File: src/rtl/tmr_pkg.sv
package tmr_pkg;

   // Bus map of the channel
   localparam int unsigned REG_CNT     = 0;
   localparam int unsigned REG_STAT    = 1;
   localparam int unsigned REG_IEN     = 2;
   localparam int unsigned REG_GR_BASE = 8;

   typedef enum logic {
      GR_CAPTURE = 1'b0,
      GR_COMPARE = 1'b1
   } gr_mode_e;

endpackage

File: src/rtl/tmr_free_counter.sv
module tmr_free_counter #(
   parameter int unsigned W = 16
) (
   input  logic         clk_i,
   input  logic         rst_ni,
   input  logic         load_i,
   input  logic [W-1:0] load_val_i,
   output logic [W-1:0] cnt_o,
   output logic         wrap_o
);

   generate
      if (W < 2) begin : g_bad_w
         $error("tmr_free_counter: W must be at least 2");
      end
   endgenerate

   logic [W-1:0] cnt_q;

   always_ff @(posedge clk_i) begin
      if (!rst_ni) begin
         cnt_q <= '0;
      end else if (load_i) begin
         cnt_q <= load_val_i;
      end else begin
         cnt_q <= cnt_q + 1'b1;
      end
   end

   assign cnt_o  = cnt_q;
   // a wrap happens only when the all-ones value steps on by itself
   assign wrap_o = (&cnt_q) & ~load_i;

endmodule

File: src/rtl/tmr_cap_sync.sv
module tmr_cap_sync #(
   parameter int unsigned N      = 8,
   parameter int unsigned STAGES = 2
) (
   input  logic         clk_i,
   input  logic         rst_ni,
   input  logic [N-1:0] async_i,
   output logic [N-1:0] rise_o
);

   generate
      if (STAGES < 2) begin : g_bad_stages
         $error("tmr_cap_sync: STAGES must be at least 2");
      end
      if (N < 1) begin : g_bad_n
         $error("tmr_cap_sync: N must be at least 1");
      end
   endgenerate

   genvar ch;
   generate
      for (ch = 0; ch < N; ch++) begin : g_ch
         // pipe[STAGES-1:0] synchronise, pipe[STAGES] holds the previous level
         logic [STAGES:0] pipe;

         always_ff @(posedge clk_i) begin
            if (!rst_ni) begin
               pipe <= '0;
            end else begin
               pipe <= {pipe[STAGES-1:0], async_i[ch]};
            end
         end

         assign rise_o[ch] = pipe[STAGES-1] & ~pipe[STAGES];
      end
   endgenerate

endmodule

File: src/rtl/tmr_gr_slot.sv
module tmr_gr_slot #(
   parameter int unsigned W = 16
) (
   input  logic         clk_i,
   input  logic         rst_ni,
   input  logic         compare_i,
   input  logic [W-1:0] cnt_i,
   input  logic         wr_i,
   input  logic [W-1:0] wdata_i,
   input  logic         cap_rise_i,
   output logic [W-1:0] gr_o,
   output logic         event_o
);

   import tmr_pkg::*;

   gr_mode_e     mode;
   logic [W-1:0] gr_q;
   logic         hit;
   logic         take_capture;

   assign mode = gr_mode_e'(compare_i);
   assign hit  = (cnt_i == gr_q);

   // a bus write owns the slot for its cycle: no capture, no event
   assign take_capture = (mode == GR_CAPTURE) && cap_rise_i && !wr_i;

   always_comb begin
      event_o = 1'b0;
      if (!wr_i) begin
         if (mode == GR_COMPARE) begin
            event_o = hit;
         end else begin
            event_o = cap_rise_i;
         end
      end
   end

   always_ff @(posedge clk_i) begin
      if (!rst_ni) begin
         gr_q <= '0;
      end else if (wr_i) begin
         gr_q <= wdata_i;
      end else if (take_capture) begin
         gr_q <= cnt_i;
      end
   end

   assign gr_o = gr_q;

endmodule

File: src/rtl/tmr_flag_bank.sv
module tmr_flag_bank #(
   parameter int unsigned N = 9
) (
   input  logic         clk_i,
   input  logic         rst_ni,
   input  logic [N-1:0] set_i,
   input  logic         rd_arm_i,
   input  logic         wr_any_i,
   input  logic         wr_clr_i,
   input  logic [N-1:0] wdata_i,
   output logic [N-1:0] flags_o,
   output logic [N-1:0] arm_o
);

   generate
      if (N < 1) begin : g_bad_n
         $error("tmr_flag_bank: N must be at least 1");
      end
   endgenerate

   logic [N-1:0] flags_q;
   logic [N-1:0] arm_q;

   genvar b;
   generate
      for (b = 0; b < N; b++) begin : g_bit
         logic clr;
         assign clr = wr_clr_i & ~wdata_i[b] & arm_q[b];

         always_ff @(posedge clk_i) begin
            if (!rst_ni) begin
               flags_q[b] <= 1'b0;
               arm_q[b]   <= 1'b0;
            end else begin
               // a new event outranks a clear in the same cycle
               if (set_i[b]) begin
                  flags_q[b] <= 1'b1;
               end else if (clr) begin
                  flags_q[b] <= 1'b0;
               end

               if (wr_any_i) begin
                  arm_q[b] <= 1'b0;
               end else if (rd_arm_i && flags_q[b]) begin
                  arm_q[b] <= 1'b1;
               end
            end
         end
      end
   endgenerate

   assign flags_o = flags_q;
   assign arm_o   = arm_q;

endmodule

File: src/rtl/tmr_capcmp_status.sv
module tmr_capcmp_status
   import tmr_pkg::*;
#(
   parameter int unsigned DATA_W      = 16,
   parameter int unsigned NUM_GR      = 8,
   parameter int unsigned ADDR_W      = 4,
   parameter int unsigned SYNC_STAGES = 2
) (
   input  logic              clk_i,
   input  logic              rst_ni,
   input  logic [ADDR_W-1:0] addr_i,
   input  logic              rd_i,
   input  logic              wr_i,
   input  logic [DATA_W-1:0] wdata_i,
   output logic [DATA_W-1:0] rdata_o,
   input  logic [NUM_GR-1:0] cap_i,
   input  logic [NUM_GR-1:0] mode_i,
   output logic              irq_o
);

   localparam int unsigned NUM_FLAGS = NUM_GR + 1;
   localparam int unsigned OVF_BIT   = NUM_GR;
   localparam logic [ADDR_W-1:0] A_CNT  = ADDR_W'(REG_CNT);
   localparam logic [ADDR_W-1:0] A_STAT = ADDR_W'(REG_STAT);
   localparam logic [ADDR_W-1:0] A_IEN  = ADDR_W'(REG_IEN);

   generate
      if (NUM_GR < 1) begin : g_bad_gr
         $error("tmr_capcmp_status: NUM_GR must be at least 1");
      end
      if (NUM_FLAGS > DATA_W) begin : g_bad_flags
         $error("tmr_capcmp_status: flags do not fit the data width");
      end
      if (REG_GR_BASE + NUM_GR > (1 << ADDR_W)) begin : g_bad_map
         $error("tmr_capcmp_status: general registers exceed the address space");
      end
   endgenerate

   // address decode
   logic              sel_cnt;
   logic              sel_stat;
   logic              sel_ien;
   logic [NUM_GR-1:0] sel_gr;

   assign sel_cnt  = (addr_i == A_CNT);
   assign sel_stat = (addr_i == A_STAT);
   assign sel_ien  = (addr_i == A_IEN);

   genvar gi;
   generate
      for (gi = 0; gi < NUM_GR; gi++) begin : g_dec
         assign sel_gr[gi] = (addr_i == ADDR_W'(REG_GR_BASE + gi));
      end
   endgenerate

   // counter
   logic [DATA_W-1:0] cnt;
   logic              wrap;

   tmr_free_counter #(
      .W (DATA_W)
   ) u_cnt (
      .clk_i      (clk_i),
      .rst_ni     (rst_ni),
      .load_i     (wr_i && sel_cnt),
      .load_val_i (wdata_i),
      .cnt_o      (cnt),
      .wrap_o     (wrap)
   );

   // capture input synchronisers
   logic [NUM_GR-1:0] cap_rise;

   tmr_cap_sync #(
      .N      (NUM_GR),
      .STAGES (SYNC_STAGES)
   ) u_sync (
      .clk_i   (clk_i),
      .rst_ni  (rst_ni),
      .async_i (cap_i),
      .rise_o  (cap_rise)
   );

   // general register slots
   logic [DATA_W-1:0]    gr_val [NUM_GR];
   logic [NUM_FLAGS-1:0] set_vec;

   generate
      for (gi = 0; gi < NUM_GR; gi++) begin : g_slot
         tmr_gr_slot #(
            .W (DATA_W)
         ) u_slot (
            .clk_i      (clk_i),
            .rst_ni     (rst_ni),
            .compare_i  (mode_i[gi]),
            .cnt_i      (cnt),
            .wr_i       (wr_i && sel_gr[gi]),
            .wdata_i    (wdata_i),
            .cap_rise_i (cap_rise[gi]),
            .gr_o       (gr_val[gi]),
            .event_o    (set_vec[gi])
         );
      end
   endgenerate

   assign set_vec[OVF_BIT] = wrap;

   // status flags
   logic [NUM_FLAGS-1:0] flags;
   logic [NUM_FLAGS-1:0] arm;

   tmr_flag_bank #(
      .N (NUM_FLAGS)
   ) u_flags (
      .clk_i    (clk_i),
      .rst_ni   (rst_ni),
      .set_i    (set_vec),
      .rd_arm_i (rd_i && sel_stat),
      .wr_any_i (wr_i),
      .wr_clr_i (wr_i && sel_stat),
      .wdata_i  (wdata_i[NUM_FLAGS-1:0]),
      .flags_o  (flags),
      .arm_o    (arm)
   );

   // interrupt enables
   logic [NUM_FLAGS-1:0] ien_q;

   always_ff @(posedge clk_i) begin
      if (!rst_ni) begin
         ien_q <= '0;
      end else if (wr_i && sel_ien) begin
         ien_q <= wdata_i[NUM_FLAGS-1:0];
      end
   end

   assign irq_o = |(flags & ien_q);

   // read path
   logic [DATA_W-1:0] rd_val;

   always_comb begin
      rd_val = '0;
      if (sel_cnt) begin
         rd_val = cnt;
      end
      if (sel_stat) begin
         rd_val[NUM_FLAGS-1:0] = flags;
      end
      if (sel_ien) begin
         rd_val[NUM_FLAGS-1:0] = ien_q;
      end
      for (int i = 0; i < NUM_GR; i++) begin
         if (sel_gr[i]) begin
            rd_val = gr_val[i];
         end
      end
   end

   always_ff @(posedge clk_i) begin
      if (!rst_ni) begin
         rdata_o <= '0;
      end else if (rd_i) begin
         rdata_o <= rd_val;
      end
   end

endmodule

File: config.mk
export PLATFORM = sky130hd
export DESIGN_NAME = tmr_capcmp_status
export DESIGN_NICKNAME = d
export VERILOG_FILES = /design/src/rtl/tmr_pkg.sv /design/src/rtl/tmr_free_counter.sv /design/src/rtl/tmr_cap_sync.sv /design/src/rtl/tmr_gr_slot.sv /design/src/rtl/tmr_flag_bank.sv /design/src/rtl/tmr_capcmp_status.sv
export SDC_FILE = /design/constraint.sdc
export NUM_CORES = 1
export LEC_CHECK = 0
export BUFFER_PORTS_ARGS = -buffer_cell sky130_fd_sc_hd__buf_2
export CORE_MARGIN = 1.5
export CORE_UTILIZATION = 44
export DETAILED_ROUTE_END_ITERATION = 16
export PLACE_DENSITY = 0.63
export SYNTH_ARGS = -nofsm -noshare
export SYNTH_HDL_FRONTEND = slang
export SYNTH_HIERARCHICAL = 1
export SYNTH_SLANG_ARGS = --single-unit
File: constraint.sdc
create_clock -name clk_i -period 2.2 [get_ports clk_i]
set_clock_uncertainty 0.05 [all_clocks]
set_input_delay 0 -clock clk_i [delete_from_list [all_inputs] [get_ports clk_i]]
set_output_delay 0 -clock clk_i [all_outputs]
set_load 0.005 [all_outputs]
# --- Word level (Yosys, flattened, before mapping) ---
# Index checks and enable logic that the tools add are counted.
# W data, S select, Z words.
totals:
  regBits: 211
  elab_cells: 239
  in_bits: 40
  output_inout_bits: 17
classes:
  n_mux: 62
  n_eq_ne: 18
  n_reduce_logical: 66
  n_addsub: 1
  n_bitwise: 55
ops:
  columns: ["operator", "n"]
  rows:
  - ["$mux W16", 26]
  - ["$eq A16 B16 Y1", 8]
  - ["$logic_and A1 B1 Y1", 37]
  - ["$mux W1", 34]
  - ["$reduce_bool A2 Y1", 17]
  - ["$eq A4 B4 Y1 const B", 8]
  - ["$and A1 B1 Y1", 27]
  - ["$not A1 Y1", 27]
  - ["$mux W9", 2]
  - ["$add A16 B1 Y16 const B", 1]
  - ["$reduce_and A16 Y1", 1]
  - ["$and A9 B9 Y9", 1]
  - ["$reduce_or A9 Y1", 1]
  - ["$logic_not A1 Y1", 8]
  - ["$eq A4 B1 Y1 const B", 1]
  - ["$eq A4 B2 Y1 const B", 1]
  - ["$logic_not A4 Y1", 1]
  - ["$reduce_or A2 Y1", 1]

# --- Logic depth before layout (Yosys ltp) ---
# Gate-level depths: netlist (run 1).
logic_depth:
  ltp_word: 12
  depth_mapped: 11
  ltp_nobuf: 8

# --- Hierarchy ---
# Netlist (run 1), hierarchy kept.
by_module_without_submodules:
  columns: ["mod", "cells_each", "seq_area_each_um2", "instances", "area_each_um2"]
  rows:
  - ["tmr_gr_slot", 111, 320.3, 8, 978.4]
  - ["tmr_capcmp_status", 397, 500.5, 1, 2866.5]
  - ["tmr_free_counter", 96, 320.3, 1, 847.1]
  - ["tmr_cap_sync", 58, 480.5, 1, 714.4]
  - ["tmr_flag_bank", 66, 360.3, 1, 654.4]

# --- Worst setup path before layout (run 1) ---
# Ideal clock, no wire load.
synth_path:
  path_kind: "reg-to-reg"
  start: "register u_cnt.cnt_q[0], in the netlist u_cnt/cnt_o[0]"
  end: "register u_flags.flags_q[8], in the netlist u_flags/flags_o[8]"
  path_slack_ns: 0.226
  n_path_buf: 0
  synth_period_minus_slack_ns: 1.974
  t_arrival_ns: 1.860
  setup_ns: 0.064
  stages_incl_launch_ff: 7
  t_required_ns: 2.086
  cell_sequence: "dfxtp_1 -> ha_1 -> nand3_2 -> nor2_1 -> and4_1 -> and4bb_2 -> nor2_1"
synth_between:
  elab_chain_cells: 3
  elab_cells_between_ends: 4
  cone_classes: "mux: 1; bitwise: 1; reduce/logical: 2"
synth_lines:
  columns: ["item", "line", "source"]
  rows:
  - ["start: declaration", "tmr_free_counter.sv:18", "logic [W-1:0] cnt_q;"]
  - ["start signal: assignment", "tmr_free_counter.sv:24", "cnt_q <= load_val_i;"]
  - ["start signal: assignment", "tmr_free_counter.sv:26", "cnt_q <= cnt_q + 1'b1;"]
  - ["$reduce_and A16 Y1 *", "tmr_free_counter.sv:32", "assign wrap_o = (&cnt_q) & ~load_i;"]
  - ["$and A1 B1 Y1 *", "tmr_free_counter.sv:32", null]
  - ["net set_vec[8]", "tmr_capcmp_status.sv:86", "logic [NUM_FLAGS-1:0] set_vec;"]
  - ["$mux W1 / $reduce_bool A2 Y1 (equally long branches)", null, null]
  - ["end signal: indexed assignment", "tmr_flag_bank.sv:32", "flags_q[b] <= 1'b0;"]
  - ["end signal: indexed assignment", "tmr_flag_bank.sv:37", "flags_q[b] <= 1'b1;"]
  - ["end signal: indexed assignment", "tmr_flag_bank.sv:39", "flags_q[b] <= 1'b0;"]
  - ["end: declaration", "tmr_flag_bank.sv:21", "logic [N-1:0] flags_q;"]
# Mark *: on every way through the listed nets, which the timed path passes. The rest lies on a longest branch.
# A chain may end at the register's enable or synchronous reset.

# --- Final worst setup path (run 1) ---
layout_path:
  start: "register u_cnt.cnt_q[15], in the netlist u_cnt/cnt_o[15]"
  end: "register u_flags.flags_q[2], in the netlist u_flags/flags_o[2]"
layout_between:
  elab_chain_cells: 4
  elab_cells_between_ends: 5
  cone_classes: "eq/ne: 1; mux: 3; reduce/logical: 1"
layout_lines:
  columns: ["item", "line", "source"]
  rows:
  - ["$eq A16 B16 Y1 *", "tmr_gr_slot.sv:23", "assign hit = (cnt_i == gr_q);"]
  - ["$mux W1 *", "tmr_gr_slot.sv:31", "if (mode == GR_COMPARE) begin"]
  - ["$mux W1 *", "tmr_gr_slot.sv:30", "if (!wr_i) begin"]
  - ["net set_vec[2]", "tmr_capcmp_status.sv:86", null]
  - ["$mux W1 / $reduce_bool A2 Y1 (equally long branches)", null, null]
# Marks and branches as above.

==> metrics.md, run 1 <==
| Metric | Value |
|---|---|
| Status | `finished, final reports clean` |
| Hold Vio Cnt, Final | `0` |
| Peak VDD IR | `0.6171 mV` |
| Final setup violating endpoints | `0` |
| Final period util | `0.9527` |
| Hold path start | `mode_i[1]` |
| Power Density | `637.3 nW/um^2` |
| Pin count of the biggest net entering global routing | `195` |
| Grt met2 use | `0.4555` |
| Drt total wl | `44.87 mm` |
| Drt pass-1 iters | `5` |
| GRT Max-Usage Layer | `met2` |
| Total die area | `30380 um^2` |
| Initial DRC Count | `1144` |
| Post-Syn Area | `12910 um^2` |
| Via density | `5.696` |
| Crit path launch type | `flip-flop` |
| Worst path max stage delay | `0.43 ns` |
| Hold Crit Depth | `5` |
| Vias post-DR | `11.59k` |
| Worst-path clk slew | `0.06 ns` |
| Buf+Inv Stages, Crit Path | `1` |
| Antenna violations before repair | `1` |
| Die W | `174.3 um` |
| Met1 GRT Util | `0.4116` |
| Crit path max-delay family | `simple AND/OR/NAND/NOR gates` |
| Worst Reg-to-Reg Cells | `7` |
| Tot Pwr | `0.009562 W` |
| Worst Hold Path EP | `u_flags/flags_o[1]` |
| Reg2reg setup slack | `0.10 ns` |
| Row cnt | `62` |
| ANT cells | `0` |
| Critical-path cell list | `buf_12, xor2_1, nor4_2, nand3_1, o21ai_0, and4bb_2, nor2_1` |
| Skew-Pair Late Insertion Delay | `0.55 ns` |
| Synthesized flop and latch total | `211` |
| Seq/Total Area, Yosys | `0.3272` |
| Critical path type | `flip-flop to flip-flop` |
| FFs w/ async S/R, synth | `0` |
| Vias in the first global route | `11.10k` |
| Max-slew headroom | `0.4188` |
| Worst hold-check path type | `primary input to flip-flop` |
| Area leader, netlist | `dfxtp_1` |
| Most used DFF post-synth | `dfxtp_1` |
| RSZ-0062 raised after global routing | `no` |
| Leak | `6.292 nW` |
| CP arrival | `2.53 ns` |
| Drt drc | `0` |
| Reg2reg end | `u_flags/flags_o[2]` |
| Core Region | `28780 um^2` |
| Commonest non-fill, non-tap cells in the layout | `dfxtp_1, nand2_1, mux2i_1, and2_1, xor2_1` |
| CTS buffer count | `26` |
| GRT Overall Usage | `0.2941` |
| Yosys Warn Count | `6` |
| CTS tree | `built` |
| I/O pin count | `57` |
| Critical path endpoint category | `flip-flop` |
| Syn_area_per_cell | `8.578 um^2` |
| Layout cell share with drive strength beyond 1 | `0.1588` |
| Clock sink count | `211` |
| Slowest CP cell | `nor4_2` |
| Detailed-route wire length per cell | `22.06 um` |
| Setup_tns | `0 ns` |
| Fin crit period | `2.096 ns` |
| Grt met3 use | `0.03325` |
| Max-cap violation count | `0` |
| Fin nets | `1674` |
| Slew @ Worst Pin | `0.8718 ns` |
| Yosys top cell area share | `0.3272` |
| Ranking of synthesized cells by area | `dfxtp_1, mux2i_1, xor2_1` |
| Critical Path RT | `2.63 ns` |
| Final core utilization | `0.5213` |
| GP Congestion | `0.9798` |
| Layout filler cell count | `2691` |
| First-pass GRT wire length | `68.30 mm` |
| Crit Path Max Fanout | `19` |
| H-tree level count | `1` |
| Final HPWL DP | `32.14 mm` |
| Synthesized instance count | `1505` |
| Distinct cell type count after synthesis | `76` |
| P&R area growth vs syn | `16.21%` |
| Syn Nets | `1546` |
| Fin. max-slew vios | `0` |
| Clock Tree Root | `clkbuf_16` |
| Maximum clock path buffer count | `3` |
| Most common cell after layout, fill and taps aside | `dfxtp_1` |
| Die extent in y | `174.3 um` |
| Post-CTS Setup Inserts | `0` |
| Routed Antenna Nets | `0` |
| Initial core utilization | `0.4486` |
| Buffers on Ports | `56` |
| F_max | `0.4771 GHz` |
| Post-synth EDFFs | `0` |
| FF-to-FF Start | `u_cnt/cnt_o[15]` |
| Grt ovf | `0` |
-- metrics by stage --
step | area [um^2] | worst slack, ns | cells | hold slack, ns
floorplan | 12910 | 0.2260 | 1505 | 0.07171
global placement | 13840 | 0.09884 | 1957 | 0.1577
detailed placement | 13840 | 0.07961 | 1957 | 0.1603
CTS | 14990 | 0.06067 | 2034 | 0.004584
global route | 15000 | 0.01088 | 2034 | 0.07096
finish | 15000 | 0.1041 | 2034 | 0.03099
-- report_power, final --
group	internal [W]	switching (W)	total, W	leakage (nW)
clock network	0.00251	0.00171	0.00422	0.414
registers	0.00393	0.000116	0.00404	1.71
logic	0.000517	0.000781	0.00130	4.17
-- cell usage after synthesis, types with 3 or more instances --
library cell	instances
and2_1	147
nor2b_1	28
a211oi_1	5
nand2b_1	5
o2bb2ai_1	3
o32ai_1	8
o21ai_0	120
o22ai_1	12
a21oi_1	40
buf_6	16
buf_12	9
a22o_1	12
nand4_1	3
or2b_1	8
buf_8	9
o211a_1	3
mux2_2	5
a22oi_1	20
nor2b_2	10
a211o_1	3
nand2_1	172
buf_2	21
a221oi_1	3
nor3_1	12
a21o_1	3
nor4_1	24
and3_1	3
dfxtp_1	211
buf_4	7
inv_1	16
mux2i_1	155
nor2_1	62
xor2_1	121
nand4b_1	8
o211ai_1	5
and4bb_2	10
nand3_1	18
o21ai_1	79
xnor2_1	21
clkbuf_1	29
and2_2	9
a31oi_1	7
-- sequential cells by signal, indices dropped and copies added (netlist names) --
| signal | count |
|---|---|
| u_flags/arm_o | 9 |
| u_sync/g_ch.pipe | 24 |
| g_slot.u_slot/gr_o | 128 |
| rdata_o | 16 |
| ien_q | 9 |
| u_cnt/cnt_o | 16 |
| u_flags/flags_o | 9 |
-- area by class of cell --
type / instances / area, um^2 / area share
clock buffer: 38 / 767.0 / 0.05112
clock inverter: 7 / 63.81 / 0.004253
inverter: 18 / 67.56 / 0.004503
multi-input combinational: 1184 / 7876 / 0.5250
sequential: 211 / 4227 / 0.2817
tap: 384 / 480.5 / 0.03202
timing repair buffer: 192 / 1521 / 0.1014
-- logic make-up (layout without fill, tap and decap cells) --
family	Yosys count	count (layout)	synth area share
simple gates	540	540	0.2300
compound gates	341	341	0.1564
flops	211	211	0.3272
mux	160	160	0.1245
xor+xnor	142	142	0.09634
buf+inv	110	255	0.06455
fa+ha+maj	1	1	0.0009690
-- repair_timing --
action	4_1_cts	5_1_grt
hold buffers	32	0
endpoints found under the setup margin	0	5
endpoints found under the hold margin	166	0
resized for setup	0	3
-- how the worst max path moves through the flow --
| stage | cells past startpoint | to | startpoint |
|---|---|---|---|
| floorplan | 6 | u_flags/flags_o[8] | u_cnt/cnt_o[0] |
| finish | 7 | u_flags/flags_o[2] | u_cnt/cnt_o[15] |
| global route | 7 | u_flags/flags_o[1] | u_cnt/cnt_o[2] |
| global placement | 7 | u_flags/flags_o[1] | u_cnt/cnt_o[2] |
| CTS | 7 | u_flags/flags_o[2] | u_cnt/cnt_o[15] |
| detailed placement | 7 | u_flags/flags_o[2] | u_cnt/cnt_o[15] |
-- worst register-to-register path: stages, from the launching register on --
cell,delay (ns)
dfxtp_1,0.32
buf_12,0.17
xor2_1,0.18
nor4_2,0.43
nand3_1,0.26
o21ai_0,0.29
and4bb_2,0.26
nor2_1,0.09
-- per-layer routing --
layer	part of all wire	vias to the layer above
met3	0.074	100
met5	0	-
met1	0.45	5488
met2	0.43	501
met4	0.044	0
li1	-	5497
Power figures use the tool's default switching activity.
==> inputs of run 2 (changes only) <==
Settings changed: CORE_ASPECT_RATIO from default to 0.75.
==> metrics.md, run 2 (synthesis results as in run 1) <==
| Metric | Value |
|---|---|
| Max-cap violation count | `0 (unchanged)` |
| Drt drc | `0 (unchanged)` |
| Initial DRC Count | `1432 (+25%)` |
| GRT Overall Usage | `0.3175 (+0.02339)` |
| Drt total wl | `48.57 mm (+8.3%)` |
| Via density | `5.811 (+2.0%)` |
| Worst hold-check path type | `primary input to flip-flop` |
| CP arrival | `2.45 ns (-0.08 ns)` |
| Core Region | `28990 um^2 (+0.71%)` |
| Finished layout cell area | `15110 um^2 (+0.72%)` |
| Final HPWL DP | `34.51 mm (+7.4%)` |
| Crit Path Max Fanout | `12 (-7)` |
| Clock Tree Root | `clkbuf_16` |
| Setup_tns | `0 ns (unchanged)` |
| Initial core utilization | `0.4454 (-0.003176)` |
| Peak VDD IR | `0.5018 mV (-19%)` |
| Vias in the first global route | `11.00k (-0.98%)` |
| Combinational share of power | `0.138 (+0.002)` |
| Vias post-DR | `11.89k (+2.6%)` |
| Layout cell share with drive strength beyond 1 | `0.1603 (+0.001527)` |
| Seq pwr share | `0.417 (-0.006)` |
| Status | `finished, final reports clean` |
| Fin nets | `1676 (+0.12%)` |
| Antenna violations before repair | `1 (unchanged)` |
| Pre-CTS setup slack | `0.1009 ns (+0.02126 ns)` |
| Critical Path RT | `2.63 ns (about the same)` |
| GP Congestion | `0.9650 (-1.5%)` |
| Switching Fraction | `0.2737 (+0.001150)` |
| Maximum clock path buffer count | `3 (unchanged)` |
| Total die area | `30390 um^2 (about the same)` |
| Die extent in y | `151.3 um (-13%)` |
| I/O pin count | `57 (unchanged)` |
| Worst setup margin | `0.1762 ns (+0.07206 ns)` |
| Routed Antenna Nets | `0 (unchanged)` |
| Detailed-route wire length per cell | `23.74 um (+7.6%)` |
| F_max | `0.4941 GHz (+3.6%)` |
| Tot Pwr | `0.009679 W (+1.2%)` |
| Skew-Pair Late Insertion Delay | `0.54 ns (about the same)` |
| Leak | `6.317 nW (+0.39%)` |
| Grt ovf | `0 (unchanged)` |
| Final period util | `0.9199 (-0.03275)` |
| Hold slack | `0.04233 ns (+0.01134 ns)` |
| Placed Instance Area | `13950 um^2 (+0.80%)` |
| Critical path type | `flip-flop to flip-flop` |
| CTS tree | `built` |
| Drt pass-1 iters | `6 (+1)` |
| Pin count of the biggest net entering global routing | `177 (-9.2%)` |
| Max-slew headroom | `0.5030 (+0.08421)` |
| Internal Pwr Total | `0.007029 W (+1.1%)` |
| Buffers on Ports | `56 (unchanged)` |
| Max reg flops | `128 (unchanged)` |
| Final setup violating endpoints | `0 (unchanged)` |
| Power Density | `640.5 nW/um^2 (+0.50%)` |
| Commonest non-fill, non-tap cells in the layout | `dfxtp_1, nand2_1, mux2i_1, and2_1, xor2_1` |
| Most common cell after layout, fill and taps aside | `dfxtp_1` |
| Clk pwr share | `0.445 (+0.003)` |
| First-pass GRT wire length | `72.15 mm (+5.6%)` |
| Worst-path clk slew | `0.07 ns (about the same)` |
| Hold Vio Cnt, Final | `0 (unchanged)` |
| Critical path endpoint category | `flip-flop` |
| Fin. max-slew vios | `0 (unchanged)` |
| Net Switching | `0.002649 W (+1.6%)` |
| Slew @ Worst Pin | `0.7455 ns (-0.1263 ns)` |
| Row cnt | `54 (-13%)` |
| Die W | `200.8 um (+15%)` |
| RSZ-0062 raised after global routing | `no` |
| Fin crit period | `2.024 ns (-0.07206 ns)` |
| Clock sink count | `211 (unchanged)` |
| Crit path launch type | `flip-flop` |
| H-tree level count | `1 (unchanged)` |
| P&R area growth vs syn | `17.05%` |
| CTS buffer count | `24 (-7.7%)` |
-- run 2: cell types whose count changed in the layout (fill, tap and decap cells not counted), sizes merged --
cell	previous run	this run
dlygate4sd3	32	31
buf	160	165
clkinvlp	0	2
diode	0	1
clkbuf	38	35
clkinv	6	4
bufinv	1	3
-- run 2: power groups by stage --
stage,logic (W),clock network (W),registers (W)
5_1_grt,0.00142,0.00450,0.00404
2_1_floorplan,0.000681,0,0.00412
4_1_cts,0.00130,0.00435,0.00403
3_5_place_dp,0.00125,0,0.00412
6_report,0.00134,0.00430,0.00404
3_3_place_gp,0.00124,0,0.00412
-- run 2: metal layers --
metal | global-route usage | wire length [um]
met4 | 0.09737 | 1535
met1 | 0.4637 | 22350
met3 | 0.09058 | 5651
met5 | 0 | 0
met2 | 0.4444 | 19040
-- run 2: path summary, 6_finish.rpt --
kind	startpoint	end	slack (ns)	cells after the start
worst max-delay path	u_cnt/cnt_o[7]	u_flags/flags_o[2]	0.18	7
worst min-delay path	mode_i[3]	u_flags/flags_o[3]	0.04	5
worst max register to register	u_cnt/cnt_o[7]	u_flags/flags_o[2]	0.18	7
worst min register to register	u_sync/g_ch[1].pipe[0]	u_sync/g_ch[1].pipe[1]	0.38	1
-- run 2: layout make-up --
| cell class | instances | area (um^2) |
|---|---|---|
| well taps | 392 | 490.5 |
| clock inverters | 9 | 128.9 |
| fillers | 2713 | 13870 |
| multi-input cells | 1184 | 7883 |
| repair buffers | 196 | 1612 |
| clock buffers | 35 | 703.2 |
| inverters | 18 | 67.56 |
| diodes | 1 | 2.502 |
| flip-flops and latches | 211 | 4224 |
-- run 2: timing repair --
action                                 in CTS  in global routing
gates resized for setup                     0                  2
setup endpoints to repair                   0                  2
setup buffers                               0                  0
endpoints found under the hold margin     151                  0
hold buffers                               31                  0
-- run 2: worst max-delay path, cell delays in order, from the launching register on --
cell	delay, ns
dfxtp_1	0.45
buf_12	0.20
xor2_1	0.09
nor4_2	0.47
nand3_1	0.16
o21ai_0	0.21
and4bb_2	0.25
nor2_1	0.09
-- run 2: metrics by stage --
| stage | instances | utilization |
|---|---|---|
| finish | 2046 | 0.5213 |
| detailed placement | 1970 | 0.4814 |
| global route | 2045 | 0.5212 |
| CTS | 2045 | 0.5208 |
| global placement | 1970 | 0.4814 |
| floorplan | 1505 | - |
